==> src/rtl/pred_pkg.sv <==
package pred_pkg;

    localparam int NDIR     = 4;
    localparam int NPORT    = NDIR + 1;
    localparam int LOC_IDX  = NDIR;
    localparam int NSRC     = NPORT + 1;
    localparam int LU_IDX   = NPORT;
    localparam int NDST     = NPORT + 2;
    localparam int OPA_IDX  = NPORT;
    localparam int OPB_IDX  = NPORT + 1;
    localparam int ROUTE_W  = 4;
    localparam int OPSEL_W  = 3;

    typedef enum logic [1:0] {
        OP_AND  = 2'd0,
        OP_OR   = 2'd1,
        OP_XOR  = 2'd2,
        OP_PASS = 2'd3
    } pred_op_e;

    function automatic logic pred_eval(input logic [1:0] op, input logic a, input logic b);
        logic r;
        case (pred_op_e'(op))
            OP_AND:  r = a & b;
            OP_OR:   r = a | b;
            OP_XOR:  r = a ^ b;
            default: r = a;
        endcase
        return r;
    endfunction

    // One-hot source vector for an output port; zero when disabled.
    function automatic logic [NSRC-1:0] route_onehot(input logic [ROUTE_W-1:0] code,
                                                     input int port);
        logic [NSRC-1:0] r;
        int idx;
        r = '0;
        if (code >= ROUTE_W'(1) && code <= ROUTE_W'(NSRC)) begin
            idx = int'(code) - 1;
            if (!(idx < NDIR && idx == port))
                r[idx] = 1'b1;
        end
        return r;
    endfunction

    // One-hot source vector for a logic unit operand; inputs only.
    function automatic logic [NSRC-1:0] opnd_onehot(input logic [OPSEL_W-1:0] sel);
        logic [NSRC-1:0] r;
        r = '0;
        if (sel >= OPSEL_W'(1) && sel <= OPSEL_W'(NPORT))
            r[int'(sel) - 1] = 1'b1;
        return r;
    endfunction

endpackage

==> src/rtl/pred_eb.sv <==
module pred_eb #(
    parameter int W = 1
) (
    input  logic         clk,
    input  logic         rst,
    input  logic         in_valid,
    input  logic [W-1:0] in_data,
    output logic         in_stop,
    output logic         out_valid,
    output logic [W-1:0] out_data,
    input  logic         out_stop
);
    logic         vld_q;
    logic [W-1:0] dat_q;

    assign in_stop   = vld_q & out_stop;
    assign out_valid = vld_q;
    assign out_data  = dat_q;

    always_ff @(posedge clk) begin
        if (rst) begin
            vld_q <= 1'b0;
            dat_q <= '0;
        end else if (!in_stop) begin
            vld_q <= in_valid;
            if (in_valid)
                dat_q <= in_data;
        end
    end

    // a stalled token is held unchanged
    p_hold_r7: assert property (@(posedge clk) disable iff (rst)
        (out_valid && out_stop) |=> (out_valid && $stable(out_data)));

endmodule

==> src/rtl/pred_fork.sv <==
module pred_fork #(
    parameter int ND = 7
) (
    input  logic          clk,
    input  logic          rst,
    input  logic          src_valid,
    output logic          src_stop,
    input  logic [ND-1:0] dst_en,
    output logic [ND-1:0] dst_valid,
    input  logic [ND-1:0] dst_stop
);
    logic [ND-1:0] done_q;
    logic [ND-1:0] acc;
    logic          all_done;

    assign dst_valid = {ND{src_valid}} & dst_en & ~done_q;
    assign acc       = dst_valid & ~dst_stop;
    assign all_done  = &(~dst_en | done_q | acc);
    assign src_stop  = src_valid & ~all_done;

    always_ff @(posedge clk) begin
        if (rst)
            done_q <= '0;
        else if (src_valid && all_done)
            done_q <= '0;
        else if (src_valid)
            done_q <= done_q | acc;
    end

    // a destination that took its copy is not offered the same token again
    for (genvar d = 0; d < ND; d++) begin : g_once
        p_once_r6: assert property (@(posedge clk) disable iff (rst)
            (src_valid && acc[d] && src_stop) |=> !dst_valid[d]);
    end

endmodule

==> src/rtl/pred_lu.sv <==
module pred_lu
    import pred_pkg::*;
(
    input  logic       clk,
    input  logic       rst,
    input  logic [1:0] op,
    input  logic       a_valid,
    input  logic       a_data,
    output logic       a_stop,
    input  logic       b_valid,
    input  logic       b_data,
    output logic       b_stop,
    output logic       res_valid,
    output logic       res_data,
    input  logic       res_stop
);
    logic eb_stop;
    logic fire;
    logic result;

    assign fire   = a_valid & b_valid & ~eb_stop;
    assign a_stop = ~(b_valid & ~eb_stop);
    assign b_stop = ~(a_valid & ~eb_stop);
    assign result = pred_eval(op, a_data, b_data);

    pred_eb #(.W(1)) u_res (
        .clk      (clk),
        .rst      (rst),
        .in_valid (a_valid & b_valid),
        .in_data  (result),
        .in_stop  (eb_stop),
        .out_valid(res_valid),
        .out_data (res_data),
        .out_stop (res_stop)
    );

    // a result appears only after both operands were present
    p_fire_both_r5: assert property (@(posedge clk) disable iff (rst)
        $rose(res_valid) |-> $past(a_valid && b_valid));

    // the registered result matches the operation on the consumed operands
    p_result_r4: assert property (@(posedge clk) disable iff (rst)
        $past(fire && !rst) |-> (res_valid &&
            res_data == pred_eval($past(op), $past(a_data), $past(b_data))));

endmodule

==> src/rtl/pred_tile.sv <==
module pred_tile
    import pred_pkg::*;
(
    input  logic                     clk,
    input  logic                     rst,
    input  logic [NPORT*ROUTE_W-1:0] cfg_route,
    input  logic [OPSEL_W-1:0]       cfg_opa,
    input  logic [OPSEL_W-1:0]       cfg_opb,
    input  logic [1:0]               cfg_op,
    input  logic [NPORT-1:0]         in_valid,
    input  logic [NPORT-1:0]         in_data,
    output logic [NPORT-1:0]         in_stop,
    output logic [NPORT-1:0]         out_valid,
    output logic [NPORT-1:0]         out_data,
    input  logic [NPORT-1:0]         out_stop
);
    logic [NSRC-1:0]  dsel [NDST];
    logic [NSRC-1:0]  src_valid;
    logic [NSRC-1:0]  src_data;
    logic [NDST-1:0]  fv [NSRC];
    logic [NDST-1:0]  dvalid;
    logic [NDST-1:0]  ddata;
    logic [NPORT-1:0] ostop;
    logic             stop_a;
    logic             stop_b;
    logic             lu_valid;
    logic             lu_data;
    logic             lu_stop;

    assign src_valid = {lu_valid, in_valid};
    assign src_data  = {lu_data,  in_data};

    // destination source selection
    for (genvar d = 0; d < NPORT; d++) begin : g_rsel
        assign dsel[d] = route_onehot(cfg_route[d*ROUTE_W +: ROUTE_W], d);
    end
    assign dsel[OPA_IDX] = opnd_onehot(cfg_opa);
    assign dsel[OPB_IDX] = opnd_onehot(cfg_opb);

    // one fork per source
    for (genvar s = 0; s < NSRC; s++) begin : g_src
        logic [NDST-1:0] col;
        always_comb begin
            for (int d = 0; d < NDST; d++)
                col[d] = dsel[d][s];
        end
        if (s < NPORT) begin : g_in
            logic [NDST-1:0] fvl;
            pred_fork #(.ND(NDST)) u_fork (
                .clk      (clk),
                .rst      (rst),
                .src_valid(src_valid[s]),
                .src_stop (in_stop[s]),
                .dst_en   (col),
                .dst_valid(fvl),
                .dst_stop ({stop_b, stop_a, ostop})
            );
            assign fv[s] = fvl;
        end else begin : g_lu
            logic [NPORT-1:0] fvl;
            pred_fork #(.ND(NPORT)) u_fork (
                .clk      (clk),
                .rst      (rst),
                .src_valid(src_valid[s]),
                .src_stop (lu_stop),
                .dst_en   (col[NPORT-1:0]),
                .dst_valid(fvl),
                .dst_stop (ostop)
            );
            assign fv[s] = {2'b00, fvl};
        end
    end

    // destination gather
    always_comb begin
        for (int d = 0; d < NDST; d++) begin
            dvalid[d] = 1'b0;
            for (int s = 0; s < NSRC; s++)
                dvalid[d] = dvalid[d] | fv[s][d];
            ddata[d] = |(dsel[d] & src_data);
        end
    end

    // registered output ports
    for (genvar p = 0; p < NPORT; p++) begin : g_out
        pred_eb #(.W(1)) u_oeb (
            .clk      (clk),
            .rst      (rst),
            .in_valid (dvalid[p]),
            .in_data  (ddata[p]),
            .in_stop  (ostop[p]),
            .out_valid(out_valid[p]),
            .out_data (out_data[p]),
            .out_stop (out_stop[p])
        );

        // an output with no legal source never presents a token
        p_off_r3: assert property (@(posedge clk) disable iff (rst)
            (dsel[p] == '0 && $past(dsel[p] == '0)) |-> !out_valid[p]);
    end

    pred_lu u_lu (
        .clk      (clk),
        .rst      (rst),
        .op       (cfg_op),
        .a_valid  (dvalid[OPA_IDX]),
        .a_data   (ddata[OPA_IDX]),
        .a_stop   (stop_a),
        .b_valid  (dvalid[OPB_IDX]),
        .b_data   (ddata[OPB_IDX]),
        .b_stop   (stop_b),
        .res_valid(lu_valid),
        .res_data (lu_data),
        .res_stop (lu_stop)
    );

endmodule

==> config.mk <==
export PLATFORM = sky130hd
export DESIGN_NAME = pred_tile
export DESIGN_NICKNAME = d
export VERILOG_FILES = /design/src/rtl/pred_pkg.sv /design/src/rtl/pred_eb.sv /design/src/rtl/pred_fork.sv /design/src/rtl/pred_lu.sv /design/src/rtl/pred_tile.sv
export SDC_FILE = /design/constraint.sdc
export NUM_CORES = 1
export LEC_CHECK = 0
export BUFFER_PORTS_ARGS = -buffer_cell sky130_fd_sc_hd__buf_2
export CAP_MARGIN = 5
export CORE_UTILIZATION = 45
export DETAILED_ROUTE_END_ITERATION = 8
export GPL_TIMING_DRIVEN = 0
export PLACE_DENSITY_LB_ADDON = 0.2
export SKIP_CTS_REPAIR_TIMING = 1
export SYNTH_ARGS = -nofsm -noshare
export SYNTH_HDL_FRONTEND = slang
export SYNTH_HIERARCHICAL = 1
export SYNTH_SLANG_ARGS = --single-unit
==> constraint.sdc <==
create_clock -name clk -period 4.4 [get_ports clk]
set_input_delay 0.88 -clock clk [delete_from_list [all_inputs] [get_ports clk]]
set_output_delay 0.88 -clock clk [all_outputs]
set_load 0.01 [all_outputs]
==> run_results.csv <==
group,metric,value,unit
outcome,status,"finished with violations",
outcome,violations,"setup timing",
worst_setup_path,crit_path_max_fanout,9,
clock_tree,numCtsBuffers,5,
worst_setup_path,rrSetupSlack,1.73,ns
floorplanning,core-area,0.00995,mm²
synth,syn_area_per_cell,7.79,µm²
worst_hold_path,hold_path.class,"reg2reg",
final_layout,layout_commonest_cell,"inv_1",
final_layout,area_delta_synth_final,22.1,%
pwr,power.total,1.15,mW
grt,first_global_vias,4296,
synth,synth_top_area_frac,0.221,
route,wl_per_cell,16.2,µm
place,dpl.hpwl,9890,µm
floorplanning,fp-row-count,36,
timing,worst_slack,-0.00373,ns
synth,ys_seq_elements,52,
floorplanning,die_height,104,µm
route,vias,4610,
place,place.gp.congestion,0.927,
timing,slew_headroom,0.476,
final_layout,fin_area,0.00575,mm²
pwr,p_leak,2.42,nW
timing,skew,0.0107,ns
final_layout,diodes,0,
floorplanning,dieArea,0.0109,mm²
final_layout,nets,755,
place,portBuffers,57,
floorplanning,start_util,0.473,
worst_setup_path,r2r_end,"g_src[1].g_in.u_fork/done_q[6]$_SDFFE_PP0P_",
route,ant_nets,0,
synth,synthTopCellsByArea,"dfxtp_1 22%, nor3_2 7.4%, nand2b_1 6.5%, inv_1 5.9%, ha_1 5.6%",
worst_setup_path,worstSetupPathType,"in2out",
worst_setup_path,reg2reg_depth,12,
timing,setup_viol,1,
timing,finalSetupTns,-0.00373,ns
synth,post_synth_inst_count,605,
timing,hold_viol_final,0,
clock_tree,cts_tree,"yes",
worst_setup_path,cp-start-kind,"primary input",
worst_setup_path,critPathRequiredTime,3.52,ns
worst_setup_path,slowest_stage,"nor4bb_2",
job,cap_viol_max_count,0,
grt,grt_start_max_net_pins,59,
synth,postSynth.asyncResetShare,0,
synth,synth-seq-area-share,0.221,
synth,synth_cell_types,64,
clock_tree,path_clk_slew,0.10,ns
clock_tree,h-tree-depth,2,
synth,synth_edf_count,0,
final_layout,layout_common_cells,"67 x inv_1, 55 x buf_2, 52 x dfxtp_1",
clock_tree,clk_path_buf_depth,2,
timing,rsz0062_at_grt,"yes",
grt,track_usage,0.234,
worst_setup_path,r2r-start,"g_out[4].u_oeb/out_valid$_SDFFE_PP0N_",
grt,grt_pass1_wl,20500,µm
final_layout,drive_gt1_frac,0.312,
final_layout,num-fill-cells,924,
route,wirelength,13300,µm
worst_setup_path,critPathTopFamily,"simple AND/OR/NAND/NOR gates",
worst_setup_path,startpoint,"cfg_route[8]",
synth,synth_fp_nets,671,
clock_tree,clkSinkCount,52,
timing,max_freq,227,MHz
route,dr.pass1.iters,8,
worst_setup_path,cp_common_cell,"nand2b_4",
pwr,ir_drop,116,µV
place,dp_cells,795,
worst_setup_path,cp.depth,16,
timing,tightest_slew,0.786,ns
timing,period_needed,4.40,ns
timing,drv_slew,0,
synth,yosys.area.top_type,"dfxtp_1",
clock_tree,clk_latency,0.31,ns
worst_setup_path,end_kind,"output port",
worst_setup_path,crit_path_max_incr_delay,0.33,ns
route,viasPerCell,5.60,
route,drtIter0Drc,410,
worst_setup_path,critPathCapture,"in_stop[1]",
final_layout,instances_no_fill,823,
clock_tree,root_buffer,"clkbuf_8",
synth,yosys_warnings,6,
route,drcViolationCount,0,
grt,grt-ovfl-total,0,
timing,period_share,1.00,
worst_setup_path,path_buf_inv,4,
synth,netlist_area,0.00471,mm²
worst_setup_path,crit_path_cell_trace,"clkbuf_4, inv_2, ha_4, nor4bb_2, nand2_1, nor2_2, nand3b_1, o211a_4, a21oi_4, and2_4, nand2b_4, buf_12, nand2b_4, a32oi_2, a31oi_1, buf_2",
grt,antenna_found_initial,0,
floorplanning,pin_count,60,
worst_setup_path,cp.arrival,3.52,ns
place,dpl_cell_area,0.00516,mm²
synth,ys.flop_type,"dfxtp_1",
pwr,power_density,199,mW/mm²
floorplanning,fp.dieW,104,µm
power by group:
part	leakage [nW]	switching [mW]	internal, mW
clock network	0.0479	0.172	0.112
logic	1.96	0.215	0.168
registers	0.419	0.00478	0.476
routing by layer:
metal	up-vias	wire length (µm)	GRT usage
met3	31	623	0.0213
met4	0	415	0.0704
met2	135	6370	0.405
met5	-	0	0
met1	2153	5930	0.305
li1	2291	-	-
stage by stage:
stage               worst slack [ns]  hold slack (ns)   util
floorplan                      0.138            0.467      -
global placement              -0.667            0.457  0.519
detailed placement            -0.741            0.464  0.519
CTS                           -0.743            0.482  0.528
global route                  -0.132            0.504  0.578
finish                      -0.00373            0.482  0.578
state kept, by name, indices dropped and copies added, names as in the netlist:
| name | flops |
|---|---|
| g_out.u_oeb/out_data | 5 |
| g_out.u_oeb/out_valid | 5 |
| g_src.g_in.u_fork/done_q | 35 |
| g_src.g_lu.u_fork/done_q | 5 |
| u_lu/u_res/out_data | 1 |
| u_lu/u_res/out_valid | 1 |
worst min-delay path by stage:
stage | startpoint | slack [ns] | to | cells past startpoint
global route | g_out[2].u_oeb/out_data$_SDFFE_PP0P_ | 0.50 | g_out[2].u_oeb/out_data$_SDFFE_PP0P_ | 2
finish | g_out[0].u_oeb/out_data$_SDFFE_PP0P_ | 0.48 | g_out[0].u_oeb/out_data$_SDFFE_PP0P_ | 2
detailed placement | g_out[0].u_oeb/out_data$_SDFFE_PP0P_ | 0.46 | g_out[0].u_oeb/out_data$_SDFFE_PP0P_ | 2
global placement | g_out[1].u_oeb/out_data$_SDFFE_PP0P_ | 0.46 | g_out[1].u_oeb/out_data$_SDFFE_PP0P_ | 2
floorplan | g_src[0].g_in.u_fork/done_q[1]$_SDFFE_PP0P_ | 0.47 | g_src[0].g_in.u_fork/done_q[1]$_SDFFE_PP0P_ | 2
CTS | g_out[0].u_oeb/out_data$_SDFFE_PP0P_ | 0.48 | g_out[0].u_oeb/out_data$_SDFFE_PP0P_ | 2
cell type report:
cell class	instances	area [µm²]	area share
multi-input cells	455	3520	0.612
flip-flops and latches	52	1040	0.181
repair buffers	82	523	0.0909
inverters	76	294	0.0511
well taps	133	166	0.0289
plain buffers	17	123	0.0213
clock buffers	5	68.8	0.0120
clock inverters	3	18.8	0.00326
worst min-delay path, delay by kind of cell, from the launching register on:
kind          cells  cell delay [ns]
flops             1             0.32
simple gates      1             0.06
mux               1             0.06
logic make-up (layout without fill, tap and decap cells):
kind of cell / count (synthesis) / count (layout) / share of synthesized area
buffers and inverters: 98 / 183 / 0.0911
adder cells (fa/ha/maj): 21 / 21 / 0.0558
AO/OA/AOI/OAI: 124 / 124 / 0.200
AND/OR/NAND/NOR: 287 / 287 / 0.375
flip-flops: 52 / 52 / 0.221
multiplexers: 23 / 23 / 0.0574
Yosys cell counts, types with 10 or more instances:
| cell type | number |
|---|---|
| nand2_1 | 25 |
| a32oi_1 | 10 |
| a21oi_1 | 11 |
| ha_1 | 21 |
| and3_1 | 13 |
| a31oi_1 | 41 |
| mux2i_1 | 12 |
| nand2b_1 | 49 |
| nor2_1 | 54 |
| dfxtp_1 | 52 |
| nor2b_1 | 32 |
| and2_1 | 36 |
| inv_1 | 74 |
| nor3_2 | 35 |
(Power assumes the default switching activity.)
